### config.mk
export PLATFORM = sky130hd
export DESIGN_NAME = hdma_channel
export DESIGN_NICKNAME = d
export VERILOG_FILES = /design/src/rtl/hdma_pkg.sv /design/src/rtl/hdma_mode_map.sv /design/src/rtl/hdma_line_step.sv /design/src/rtl/hdma_channel.sv
export SDC_FILE = /design/constraint.sdc
export NUM_CORES = 1
export LEC_CHECK = 0
export ABC_CLOCK_PERIOD_IN_PS = 4200
export BUFFER_PORTS_ARGS = -buffer_cell sky130_fd_sc_hd__buf_2
export CAP_MARGIN = 30
export CORE_UTILIZATION = 58
export DETAILED_ROUTE_END_ITERATION = 10
export PLACE_DENSITY = 0.86
export SYNTH_ARGS = -nofsm -noshare
export SYNTH_HDL_FRONTEND = slang
export SYNTH_HIERARCHICAL = 1
export SYNTH_SLANG_ARGS = --single-unit
### constraint.sdc
create_clock -name clk -period 4.2 [get_ports clk]
set_input_delay 1.05 -clock clk [delete_from_list [all_inputs] [get_ports clk]]
set_output_delay 1.05 -clock clk [all_outputs]
set_load 0.01 [all_outputs]
### src/rtl/hdma_pkg.sv
package hdma_pkg;
  localparam int PTR_W  = 16;
  localparam int BYTE_W = 8;
  localparam int OFF_W  = 2;

  typedef enum logic [2:0] {
    S_IDLE,
    S_XRD,
    S_XWR,
    S_DEC,
    S_LRD,
    S_LCAP,
    S_IRD,
    S_ICAP
  } hst_t;
endpackage

### src/rtl/hdma_mode_map.sv
module hdma_mode_map
  import hdma_pkg::*;
(
  input  logic [2:0]       mode,
  input  logic [1:0]       idx,
  output logic [2:0]       nbytes,
  output logic [OFF_W-1:0] off
);
  always_comb begin
    nbytes = 3'd1;
    off    = '0;
    case (mode)
      3'd1: begin nbytes = 3'd2; off = {1'b0, idx[0]}; end
      3'd2: begin nbytes = 3'd2; off = '0; end
      3'd3,
      3'd7: begin nbytes = 3'd4; off = {1'b0, idx[1]}; end
      3'd4: begin nbytes = 3'd4; off = idx; end
      3'd5: begin nbytes = 3'd4; off = {1'b0, idx[0]}; end
      default: begin nbytes = 3'd1; off = '0; end
    endcase
  end
endmodule

### src/rtl/hdma_line_step.sv
module hdma_line_step
  import hdma_pkg::*;
(
  input  logic [BYTE_W-1:0] cur,
  output logic [BYTE_W-1:0] nxt,
  output logic              reload,
  output logic              rep
);
  always_comb begin
    nxt    = cur - 1'b1;
    reload = (nxt[BYTE_W-2:0] == '0);
    rep    = nxt[BYTE_W-1];
  end
endmodule

### src/rtl/hdma_channel.sv
module hdma_channel
  import hdma_pkg::*;
#(
  parameter int PORT_W = 8
) (
  input  logic              clk,
  input  logic              rst,
  input  logic              frame_init,
  input  logic              line_run,
  input  logic              enable,
  input  logic [2:0]        xfer_mode,
  input  logic              use_indirect,
  input  logic [PORT_W-1:0] port_base,
  input  logic              tbl_wr,
  input  logic [PTR_W-1:0]  tbl_wdata,
  input  logic              line_wr,
  input  logic [BYTE_W-1:0] line_wdata,
  input  logic              ind_wr,
  input  logic [PTR_W-1:0]  ind_wdata,
  output logic              mem_rd,
  output logic [PTR_W-1:0]  mem_addr,
  input  logic [BYTE_W-1:0] mem_rdata,
  output logic              port_wr,
  output logic [PORT_W-1:0] port_addr,
  output logic [BYTE_W-1:0] port_data,
  output logic              busy,
  output logic              done
);
  hst_t              state;
  logic [PTR_W-1:0]  tbl_ptr;
  logic [PTR_W-1:0]  ind_ptr;
  logic [BYTE_W-1:0] line_q;
  logic              dotx_q;
  logic              active_q;
  logic [1:0]        idx_q;
  logic              ind_hi_q;
  logic              zero_q;
  logic              done_q;

  logic [2:0]        nbytes;
  logic [OFF_W-1:0]  off;
  logic [BYTE_W-1:0] line_nxt;
  logic              line_reload;
  logic              line_rep;

  hdma_mode_map u_map (
    .mode   (xfer_mode),
    .idx    (idx_q),
    .nbytes (nbytes),
    .off    (off)
  );

  hdma_line_step u_step (
    .cur    (line_q),
    .nxt    (line_nxt),
    .reload (line_reload),
    .rep    (line_rep)
  );

  wire payload_from_ind = use_indirect;
  wire last_byte        = ({1'b0, idx_q} == (nbytes - 3'd1));

  always_comb begin
    mem_rd    = (state == S_XRD) || (state == S_LRD) || (state == S_IRD);
    mem_addr  = (state == S_XRD && payload_from_ind) ? ind_ptr : tbl_ptr;
    port_wr   = (state == S_XWR);
    port_addr = port_base + PORT_W'(off);
    port_data = mem_rdata;
    busy      = (state != S_IDLE);
    done      = done_q;
  end

  always_ff @(posedge clk) begin
    if (rst) begin
      state    <= S_IDLE;
      tbl_ptr  <= '0;
      ind_ptr  <= '0;
      line_q   <= '0;
      dotx_q   <= 1'b0;
      active_q <= 1'b0;
      idx_q    <= '0;
      ind_hi_q <= 1'b0;
      zero_q   <= 1'b0;
      done_q   <= 1'b0;
    end else begin
      done_q <= 1'b0;
      // CPU writes first; the sequencer below wins on a collision
      if (tbl_wr)  tbl_ptr <= tbl_wdata;
      if (line_wr) line_q  <= line_wdata;
      if (ind_wr)  ind_ptr <= ind_wdata;

      case (state)
        S_IDLE: begin
          if (frame_init) begin
            active_q <= 1'b1;
            dotx_q   <= 1'b0;
            if (enable) state  <= S_LRD;
            else        done_q <= 1'b1;
          end else if (line_run) begin
            if (enable && active_q) begin
              idx_q <= '0;
              state <= dotx_q ? S_XRD : S_DEC;
            end else begin
              done_q <= 1'b1;
            end
          end
        end
        S_XRD: begin
          if (payload_from_ind) ind_ptr <= ind_ptr + 1'b1;
          else                  tbl_ptr <= tbl_ptr + 1'b1;
          state <= S_XWR;
        end
        S_XWR: begin
          if (last_byte) state <= S_DEC;
          else begin
            idx_q <= idx_q + 1'b1;
            state <= S_XRD;
          end
        end
        S_DEC: begin
          line_q <= line_nxt;
          if (line_reload) state <= S_LRD;
          else begin
            dotx_q <= line_rep;
            done_q <= 1'b1;
            state  <= S_IDLE;
          end
        end
        S_LRD: begin
          tbl_ptr <= tbl_ptr + 1'b1;
          state   <= S_LCAP;
        end
        S_LCAP: begin
          line_q   <= mem_rdata;
          zero_q   <= (mem_rdata == '0);
          ind_hi_q <= 1'b0;
          if (use_indirect) state <= S_IRD;
          else begin
            active_q <= (mem_rdata != '0);
            dotx_q   <= (mem_rdata != '0);
            done_q   <= 1'b1;
            state    <= S_IDLE;
          end
        end
        S_IRD: begin
          tbl_ptr <= tbl_ptr + 1'b1;
          state   <= S_ICAP;
        end
        S_ICAP: begin
          if (zero_q) begin
            ind_ptr  <= {mem_rdata, 8'h00};
            active_q <= 1'b0;
            dotx_q   <= 1'b0;
            done_q   <= 1'b1;
            state    <= S_IDLE;
          end else if (!ind_hi_q) begin
            ind_ptr[7:0] <= mem_rdata;
            ind_hi_q     <= 1'b1;
            state        <= S_IRD;
          end else begin
            ind_ptr[15:8] <= mem_rdata;
            dotx_q        <= 1'b1;
            done_q        <= 1'b1;
            state         <= S_IDLE;
          end
        end
        default: state <= S_IDLE;
      endcase
    end
  end
endmodule

Yosys cells after proc, flatten, opt, wreduce, memory -nomap -nowiden
Cells that the tools add are included.
W data, S select, Z words.
Operators by class
  reductions and logical operators: 24
  mux-type cells: 50
  eq/ne operators: 27
  add/sub/neg operators: 6
Operators by type and width (count)
  $mux W16: 6
  $pmux W16 S2: 2
  $add A16 B1 Y16 const B: 2
  $mux W3: 8
  $mux W8: 3
  $pmux W3 S8: 1
  $eq A3 B3 Y1 const B: 7
  $ne A2 B2 Y1 const B: 9
  $mux W1: 16
  $pmux W8 S2: 1
  $eq A3 B2 Y1 const B: 4
  $mux W2: 6
  $ne A3 B3 Y1 const B: 4
  $reduce_and A5 Y1: 2
  $reduce_bool A3 Y1: 3
  $add A8 B2 Y8: 1
  $logic_not A8 Y1: 1
  $pmux W1 S4: 2
  $reduce_bool A8 Y1: 1
  $reduce_or A2 Y1: 4
  $sub A8 B1 Y8 const B: 1
  $logic_not A7 Y1: 1
  $eq A3 B1 Y1 const B: 2
  $pmux W2 S3: 1
  16 further kinds: 19
Storage, ports and cells
  output and inout port bits: 36
  bits of input ports: 68
  bits in registers: 50

Longest topological paths before layout
Gate-level depths: netlist (run 1).
  word-level depth: 7
  gate-level depth with buffers: 9
  gate-level depth less buffers: 9

Cells and area by module
Netlist (run 1), hierarchy kept.
By module, submodules not included
  hdma_channel: cells an instance 503, area an instance 3804.9 um^2, instances 1
  hdma_line_step: cells an instance 22, area an instance 182.7 um^2, instances 1
  hdma_mode_map: cells an instance 10, area an instance 88.8 um^2, instances 1

Worst setup path before layout (run 1)
No wires, ideal clock.
  kind: input port to output port
  start point: in xfer_mode[1]
  end point: out port_addr[6]
  data required time: 3150 ps
  arrival time: 2522 ps
  stages on the path: 7
  setup slack: 628 ps
  cell sequence: buf_6 > mux2_4 > a32o_1 > ha_1 > fa_1 > nand3_1 > xnor2_1
Between the ends
  cells in the longest elaborated chain, start to end: 4
  elaborated cells on any way between the ends: 9
Ends and longest elaborated chain
  start: declaration: line hdma_channel.sv:11  | input logic [2:0] xfer_mode,
  $eq A3 B1 Y1, or another cell as far along: line hdma_mode_map.sv:12  | case (mode)
  $reduce_or A2 Y1 (on tied branches)
  $pmux W2 S3 *: line hdma_mode_map.sv:12
  via off[0]: line hdma_channel.sv:41  | logic [OFF_W-1:0] off;
  $add A8 B2 Y8 *: line hdma_channel.sv:67  | port_addr = port_base + PORT_W'(off);
  end: declaration: line hdma_channel.sv:24  | output logic [PORT_W-1:0] port_addr,
The timed path passes the listed nets; every way through them passes the cells marked *.

Worst setup path after layout (run 1)
Same ends and word-level chain as after synthesis.

==> qor.yml, run 1 <==
ys.flop_type: "dfxtp_1"
outcome: "finished, final reports clean"
max_stage_delay_ns: 0.42
antennaDiodeCount: 0
max-slew-margin-rel_pct: 28.9
final_cell_mix: "buf_2, nand2_1, dfxtp_1"
synthAdderAreaFrac_pct: 2.64
ir_drop_mv: 0.188
path_cells: "buf_2, mux2_4, a32o_1, ha_1, fa_1, nand3_1, xnor2_1, buf_2"
syn_area_um2: 4080
cts_max_path_buffers: 2
area_delta_synth_final_pct: 13.6
power_density_nw_per_um2: 374
synth_compound_area_share_pct: 25.6
min_path_type: "reg2reg"
rsz0062_at_grt: "false"
postCtsSetupRepairBufs: 0
die_area_um2: 7370
syn_inst: 535
startpoint_type: "input pin"
reg2reg_to: "tbl_ptr[11]"
htree_levels: 2
crit_family: "adder cells"
cts_tree: "built"
r2r_cells: 4
avgRoutedWirePerCell_um: 16.7
cts-buffers-inserted: 5
grt_pass1_wl_um: 19400
ys_seq_area_share_pct: 24.6
first_pass_iters: 5
slew_violations: 0
avgViaCountPerCell: 6.37
hold-path-endpoint: "line_q[7]"
tightest_slew_ns: 1.06
wl_um: 11700
grt_remaining_overflow: 0
vias: 4479
die_w_um: 85.8
critical_path_class: "in2out"
synth-edff-count: 0
track_usage_pct: 32.4
muxShareOfSynthArea_pct: 6.20
place.gp.congestion: 0.980
finalPower_mw: 1.73
detail-route-antenna-nets: 0
setup_tns_ns: 0
pin_count: 104
drtIter0Drc: 428
finalSetupViolations: 0
grt_pass1_vias: 4199
final_cell_area_um2: 4630
synth_xor_area_share_pct: 4.30
clkTransAtPathRegs_ns: 0.11
hold_path_startpoint: "line_q[7]"
hold_viol: 0
synth_fp_nets: 611
max_freq_mhz: 263
crit_buf_inv: 2
portBuffers: 103
drcViolationCount: 0
hold_depth: 2
root_buffer: "clkbuf_8"
dieHeight_um: 85.8
drive_gt1_share_pct: 23.9
r2r_slack_ns: 1.60
start_util_pct: 60.0
finalCriticalPeriod_ns: 3.80
cts-hold-fix-buffers: 0
setup_slack_ns: 0.401
worstReg2RegStart: "state[2]"
p_leak_nw: 1.96
layout.nets: 682
synthArstFlopShare_pct: 0
end_kind: "output port"
yosys.area_share.simple_pct: 29.4
place_area_um2: 4520
cap_violations: 0
rows: 30
dp_slack_ns: 0.416
yosys_warnings: 6
layout.cells.non_filler: 703
grt_max_degree: 50
grt_antenna_before_repair: 0
dpl.hpwl_um: 8260
cts_sinks: 50
critPathSlowestCell: "fa_1"
skew_ns: 0.0178
arrival_ns: 2.75
synth-seq-cells: 50
synth_top_family_by_area: "simple AND/OR/NAND/NOR gates"
required_ns: 3.15
post_cts_resized: 0
clock_latency_ns: 0.32
layout_commonest_cell: "buf_2"
synth.distinct_cells: 74
dp_cells: 695
syn_area_per_cell_um2: 7.62
worst-path-max-fanout: 6
fin_crit_sh_pct: 90.4
cpMostUsedCell: "buf_2"
core_um2: 6790
-- cell type report --
| class | count | area, um2 |
|---|---|---|
| Sequential cell | 50 | 1000 |
| Inverter | 18 | 67.6 |
| Clock inverter | 2 | 37.5 |
| Clock buffer | 6 | 72.6 |
| Timing Repair Buffer | 108 | 553 |
| Fill cell | 584 | 2160 |
| Tap cell | 96 | 120 |
| Multi-Input combinational cell | 423 | 2780 |
-- worst max path at each step --
stage	end	startpoint	slack, ns	depth (start not counted)
6_report	port_addr[6]	xfer_mode[1]	0.40	8
5_1_grt	port_addr[4]	xfer_mode[1]	0.34	8
4_1_cts	port_addr[6]	xfer_mode[1]	0.41	8
3_5_place_dp	port_addr[6]	xfer_mode[1]	0.42	8
3_3_place_gp	port_addr[4]	xfer_mode[1]	0.46	8
2_1_floorplan	port_addr[6]	xfer_mode[1]	0.63	7
-- cell usage after synthesis, drive strengths merged, types with 4 or more instances --
library cell	count	area, um2
ha	7	87.6
mux2	15	173
nand4	11	68.8
a31oi	7	43.8
dfxtp	50	1000
a32oi	4	35.0
o221ai	4	35.0
nand2	69	259
nor3	22	125
nor2	32	120
nand3	19	95.1
and3	5	31.3
a21o	4	30.0
a22o	8	70.1
xnor2	8	70.1
o31a	4	35.0
nand2b	13	81.3
o22ai	4	25.0
o21ai	25	125
inv	17	63.8
buf	21	143
a21oi	31	155
o211ai	5	37.5
or3	5	31.3
nor2b	6	37.5
mux2i	8	80.1
xor2	12	105
nor4	16	121
a22oi	24	180
a211oi	7	57.6
clkbuf	23	86.3
nor3b	4	35.0
-- worst min-delay path: stages, from the launching register on --
cell and delay, ns:
dfxtp_1 0.34, nor2_1 0.10, nor3_1 0.05
-- logic make-up after synthesis --
family	Yosys count
AO/OA/AOI/OAI	150
XOR/XNOR	20
AND/OR/NAND/NOR	222
flip-flops	50
multiplexers	23
buffers and inverters	62
adder cells (fa/ha/maj)	8
-- layer usage --
layer  track usage (%)  part of all wire [%]  up-vias
met2              54.0                    47      262
li1                  -                     -     2127
met4              12.9                   2.3        0
met1              42.5                    43     2057
met3              4.23                   8.1       33
met5                 0                     0        -
-- sequential cells by signal, summed over array words and instances, names as in the netlist --
register and cells:
active_q 1, done 1, dotx_q 1, idx_q 2, ind_hi_q 1, ind_ptr 16, line_q 8, state 3
tbl_ptr 16, zero_q 1
-- power by group --
group          switching, mW  leakage, nW  total (mW)  internal [mW]
sequential             0.112        0.412       0.656          0.543
clock                  0.173       0.0514       0.351          0.178
combinational          0.422         1.50       0.723          0.301
-- metrics by stage --
stage               util, %  hold WS, ns
finish                 68.2        0.535
global route           68.2        0.564
CTS                    68.2        0.534
detailed placement     66.5        0.515
global placement       66.5        0.482
floorplan                 -        0.465
No activity file was read; power rests on OpenSTA's default activity.
==> inputs of run 2 (changes only) <==
--- a/config.mk
+++ b/config.mk
@@ -5,12 +5,12 @@
 export SDC_FILE = /design/constraint.sdc
 export NUM_CORES = 1
 export LEC_CHECK = 0
-export ABC_CLOCK_PERIOD_IN_PS = 4200
+export ABC_CLOCK_PERIOD_IN_PS = 3200
 export BUFFER_PORTS_ARGS = -buffer_cell sky130_fd_sc_hd__buf_2
 export CAP_MARGIN = 30
-export CORE_UTILIZATION = 58
+export CORE_UTILIZATION = 49
 export DETAILED_ROUTE_END_ITERATION = 10
-export PLACE_DENSITY = 0.86
+export PLACE_DENSITY = 0.78
 export SYNTH_ARGS = -nofsm -noshare
 export SYNTH_HDL_FRONTEND = slang
 export SYNTH_HIERARCHICAL = 1
==> constraint.sdc (replaced) <==
create_clock -name clk -period 3.2 [get_ports clk]
set_input_delay 0.8 -clock clk [delete_from_list [all_inputs] [get_ports clk]]
set_output_delay 0.8 -clock clk [all_outputs]
set_load 0.01 [all_outputs]
==> qor.yml, run 2 (same netlist as run 1, synthesis figures left out) <==
sequentialPowerShare_pct: 37.0  # -0.9 points
hold_depth: 2  # unchanged
drcViolationCount: 0  # unchanged
avgRoutedWirePerCell_um: 16.8  # +0.67%
dpl.hpwl_um: 8670  # +5.0%
setup_tns_ns: 0  # unchanged
cts-hold-fix-buffers: 0  # unchanged
finalPower_mw: 2.29  # +32%
grt_antenna_before_repair: 0  # unchanged
wl_um: 12000  # +2.1%
critical_path_class: "in2out"
rsz0062_at_grt: "true"
slew_violations: 0  # unchanged
drtIter0Drc: 330  # -23%
drive_gt1_share_pct: 25.2  # +1.3 points
clock_power_share_pct: 20.5  # +0.2 points
layout_commonest_cell: "buf_2"
antennaDiodeCount: 0  # unchanged
reg_top3: "ind_ptr x16, tbl_ptr x16, line_q x8"
p_sw_share_pct: 41.0  # +0.16 points
root_buffer: "clkbuf_8"
cts_sinks: 50  # unchanged
cap_violations: 0  # unchanged
p_comb_share_pct: 42.5  # +0.7 points
outcome: "finished, final reports clean"
die_w_um: 93.2  # +8.6%
core_um2: 7890  # +16%
avgViaCountPerCell: 6.34  # -0.57%
max-slew-margin-rel_pct: 34.6  # +5.7 points
die_area_um2: 8690  # +18%
clkTransAtPathRegs_ns: 0.09  # -0.02 ns
startpoint_type: "input pin"
final_cell_area_um2: 4700  # +1.4%
htree_levels: 2  # unchanged
required_ns: 2.40  # -0.75 ns
hold_viol: 0  # unchanged
r2r_cells: 9  # +5
grt_max_degree: 32  # -36%
power_density_nw_per_um2: 488  # +30%
setup_slack_ns: 0.0355  # -0.366 ns
worst-path-max-fanout: 3  # -3
first_pass_iters: 5  # unchanged
finalCriticalPeriod_ns: 3.16
portBuffers: 103  # unchanged
ir_drop_mv: 0.299  # +59%
place_area_um2: 4560  # +0.83%
p_int_mw: 1.35  # +32%
cts-buffers-inserted: 5  # unchanged
tightest_slew_ns: 0.978  # -0.0854 ns
grt_pass1_wl_um: 19500  # +0.46%
grt_remaining_overflow: 0  # unchanged
rows: 32  # +6.7%
pin_count: 104  # unchanged
end_kind: "output port"
fin_crit_sh_pct: 98.9
grt_pass1_vias: 4285  # +2.0%
p_leak_nw: 1.99  # +1.2%
track_usage_pct: 27.8  # -4.6 points
arrival_ns: 2.36  # -0.39 ns
r2r_slack_ns: 0.69  # -0.91 ns
dp_slack_ns: -0.0937  # -0.510 ns
layout.nets: 686  # +0.59%
min_path_type: "reg2reg"
post-route-util_pct: 59.5  # -8.6 points
start_util_pct: 51.7  # -8.3 points
vias: 4517  # +0.85%
place.gp.congestion: 0.911  # -7.0%
area_delta_synth_final_pct: 15.2
clock_latency_ns: 0.32  # about the same
skew_ns: 0.0163  # -0.00149 ns
detail-route-antenna-nets: 0  # unchanged
cts_tree: "built"
p_switching_mw: 0.940  # +33%
finalSetupViolations: 0  # unchanged
final_cell_mix: "buf_2, nand2_1, dfxtp_1"
max_freq_mhz: 316
dieHeight_um: 93.2  # +8.6%
cts_max_path_buffers: 2  # unchanged
## run 2: cell types whose count changed in the layout (fill, tap and decap cells not counted), sizes merged
cell  delta
buf      +4
## run 2: worst max-delay path, stage by stage
cell	delay (ns)
buf_6	0.10
mux2_4	0.28
a32o_1	0.22
ha_2	0.19
fa_2	0.38
nand3_2	0.11
xnor2_2	0.13
buf_2	0.16
## run 2: power by group through the flow
stage          logic [mW]  clock network [mW]  registers (mW)
2_1_floorplan       0.736                   0           0.809
3_3_place_gp        0.925                   0           0.852
3_5_place_dp        0.953                   0           0.856
4_1_cts             0.960               0.475           0.843
5_1_grt              1.07               0.497           0.861
6_report            0.973               0.470           0.847
## run 2: final timing paths
| path | from | to |
|---|---|---|
| setup / recovery | xfer_mode[1] | port_addr[6] |
| setup reg to reg | line_q[0] | dotx_q |
| hold / removal | line_q[7] | line_q[7] |
| hold reg to reg | line_q[7] | line_q[7] |
## run 2: metrics by stage
step,hold slack [ns],instances
3_3_place_gp,0.482,705
5_1_grt,0.536,713
4_1_cts,0.513,713
2_1_floorplan,0.465,535
6_report,0.512,713
3_5_place_dp,0.494,705
## run 2: layout make-up
cell class / count / area (um2)
Fill cell: 732 / 3190
Multi-Input combinational cell: 423 / 2800
Sequential cell: 50 / 1000
Timing Repair Buffer: 112 / 589
Tap cell: 102 / 128
Clock buffer: 6 / 72.6
Inverter: 18 / 67.6
Clock inverter: 2 / 37.5
## run 2: repair_timing
action,CTS,global route
pin swaps,4,4
hold endpoints to repair,0,0
gates resized for setup,5,1
setup buffers,0,0
endpoints found under the setup margin,2,2
## run 2: layer usage
metal  vias up  share of wire, %  GRT usage, %
met5         -                 0             0
met4         0               2.2          12.2
met3        27               8.4          2.93
met2       250                47          47.4
met1      2103                42          35.2
li1       2137                 -             -
==> inputs of run 3 (changes only) <==
--- a/config.mk
+++ b/config.mk
@@ -5,12 +5,12 @@
 export SDC_FILE = /design/constraint.sdc
 export NUM_CORES = 1
 export LEC_CHECK = 0
-export ABC_CLOCK_PERIOD_IN_PS = 3200
+export ABC_CLOCK_PERIOD_IN_PS = 4000
 export BUFFER_PORTS_ARGS = -buffer_cell sky130_fd_sc_hd__buf_2
 export CAP_MARGIN = 30
-export CORE_UTILIZATION = 49
+export CORE_UTILIZATION = 58
 export DETAILED_ROUTE_END_ITERATION = 10
-export PLACE_DENSITY = 0.78
+export PLACE_DENSITY = 0.86
 export SYNTH_ARGS = -nofsm -noshare
 export SYNTH_HDL_FRONTEND = slang
 export SYNTH_HIERARCHICAL = 1
==> constraint.sdc (replaced) <==
create_clock -name clk -period 4 [get_ports clk]
set_input_delay 1 -clock clk [delete_from_list [all_inputs] [get_ports clk]]
set_output_delay 1 -clock clk [all_outputs]
set_load 0.01 [all_outputs]
==> qor.yml, run 3 (same netlist as run 1, synthesis figures left out) <==
avgViaCountPerCell: 6.40  # +1.1%
drtIter0Drc: 481  # +46%
reg_top3: "ind_ptr x16, tbl_ptr x16, line_q x8"
first_pass_iters: 6  # +1
startpoint_type: "input pin"
p_leak_nw: 1.97  # -0.73%
layout_commonest_cell: "buf_2"
arrival_ns: 2.71  # +0.35 ns
place.gp.congestion: 0.975  # +6.9%
wl_um: 11700  # -2.3%
postCtsSetupRepairBufs: 0  # unchanged
min_path_type: "reg2reg"
cts-hold-fix-buffers: 0  # unchanged
layout.nets: 684  # -0.29%
pin_count: 104  # unchanged
cts-buffers-inserted: 5  # unchanged
drive_gt1_share_pct: 24.1  # -1.1 points
root_buffer: "clkbuf_8"
avgRoutedWirePerCell_um: 16.6  # -1.2%
rsz0062_at_grt: "false"
antennaDiodeCount: 0  # unchanged
clkTransAtPathRegs_ns: 0.08  # about the same
die_w_um: 85.8  # -7.9%
post_cts_resized: 0  # -5
setup_tns_ns: 0  # unchanged
dpl.hpwl_um: 8270  # -4.6%
slew_violations: 0  # unchanged
cts_sinks: 50  # unchanged
final_cell_mix: "buf_2, nand2_1, dfxtp_1"
drcViolationCount: 0  # unchanged
core_um2: 6790  # -14%
cts_max_path_buffers: 2  # unchanged
skew_ns: 0.0174  # +0.00113 ns
max-slew-margin-rel_pct: 55.0  # +20 points
vias: 4514  # -0.066%
post-route-util_pct: 68.4  # +8.8 points
area_delta_synth_final_pct: 14.0
cap_violations: 0  # unchanged
dieHeight_um: 85.8  # -7.9%
critical_path_class: "in2out"
grt_pass1_vias: 4125  # -3.7%
max_freq_mhz: 270
power_density_nw_per_um2: 394  # -19%
hold_viol: 0  # unchanged
fin_crit_sh_pct: 92.7
required_ns: 3.00  # +0.60 ns
finalCriticalPeriod_ns: 3.71
die_area_um2: 7370  # -15%
rows: 30  # -6.3%
start_util_pct: 60.0  # +8.3 points
detail-route-antenna-nets: 0  # unchanged
clock_latency_ns: 0.32  # about the same
portBuffers: 103  # unchanged
ir_drop_mv: 0.215  # -28%
track_usage_pct: 31.7  # +3.9 points
outcome: "finished, final reports clean"
finalSetupViolations: 0  # unchanged
grt_max_degree: 50  # +56%
grt_remaining_overflow: 0  # unchanged
tightest_slew_ns: 0.671  # -0.307 ns
cts_tree: "built"
worst-path-max-fanout: 6  # +3
grt_pass1_wl_um: 19000  # -2.3%
end_kind: "output port"
htree_levels: 2  # unchanged
grt_antenna_before_repair: 0  # unchanged
-- run 3: metrics by stage --
stage	hold slack, ns	total power, mW	std cells	cell area [um2]	setup WS, ns
detailed placement	0.499	1.45	697	4540	0.303
global route	0.547	1.94	705	4650	0.221
finish	0.522	1.83	705	4650	0.293
global placement	0.486	1.42	697	4540	0.361
CTS	0.518	1.82	705	4650	0.296
floorplan	0.465	1.24	535	4080	0.528
-- run 3: final timing paths --
path                            cells past startpoint          from            to  slack, ns
worst max-delay path                                8  xfer_mode[1]  port_addr[6]       0.29
worst min-delay path                                2        dotx_q        dotx_q       0.52
worst min register to register                      2        dotx_q        dotx_q       0.52
worst max register to register                      9     line_q[0]        dotx_q       1.48
-- run 3: power breakdown --
group | total (mW) | internal [mW] | switching (mW) | leakage, nW
Combinational | 0.787 | 0.324 | 0.463 | 1.51
Sequential | 0.671 | 0.571 | 0.100 | 0.412
Clock | 0.372 | 0.187 | 0.184 | 0.0514
-- run 3: area by class of cell --
cell class / count / area, um2
Timing Repair Buffer: 110 / 568
Clock buffer: 6 / 72.6
Fill cell: 575 / 2150
Inverter: 18 / 67.6
Multi-Input combinational cell: 423 / 2780
Clock inverter: 2 / 37.5
Tap cell: 96 / 120
Sequential cell: 50 / 1000
-- run 3: critical path, stage by stage --
cell     delay, ns
buf_2         0.16
mux2_4        0.31
a32o_1        0.21
ha_1          0.20
fa_1          0.43
nand3_1       0.13
xnor2_1       0.12
buf_2         0.14
-- run 3: layer usage --
metal | vias to the layer above | global-route usage [%] | wire length (um)
li1 | 2131 | - | -
met1 | 2095 | 41.5 | 4990
met2 | 253 | 53.4 | 5540
met3 | 35 | 4.43 | 911
met4 | 0 | 11.2 | 257
met5 | - | 0 | 0
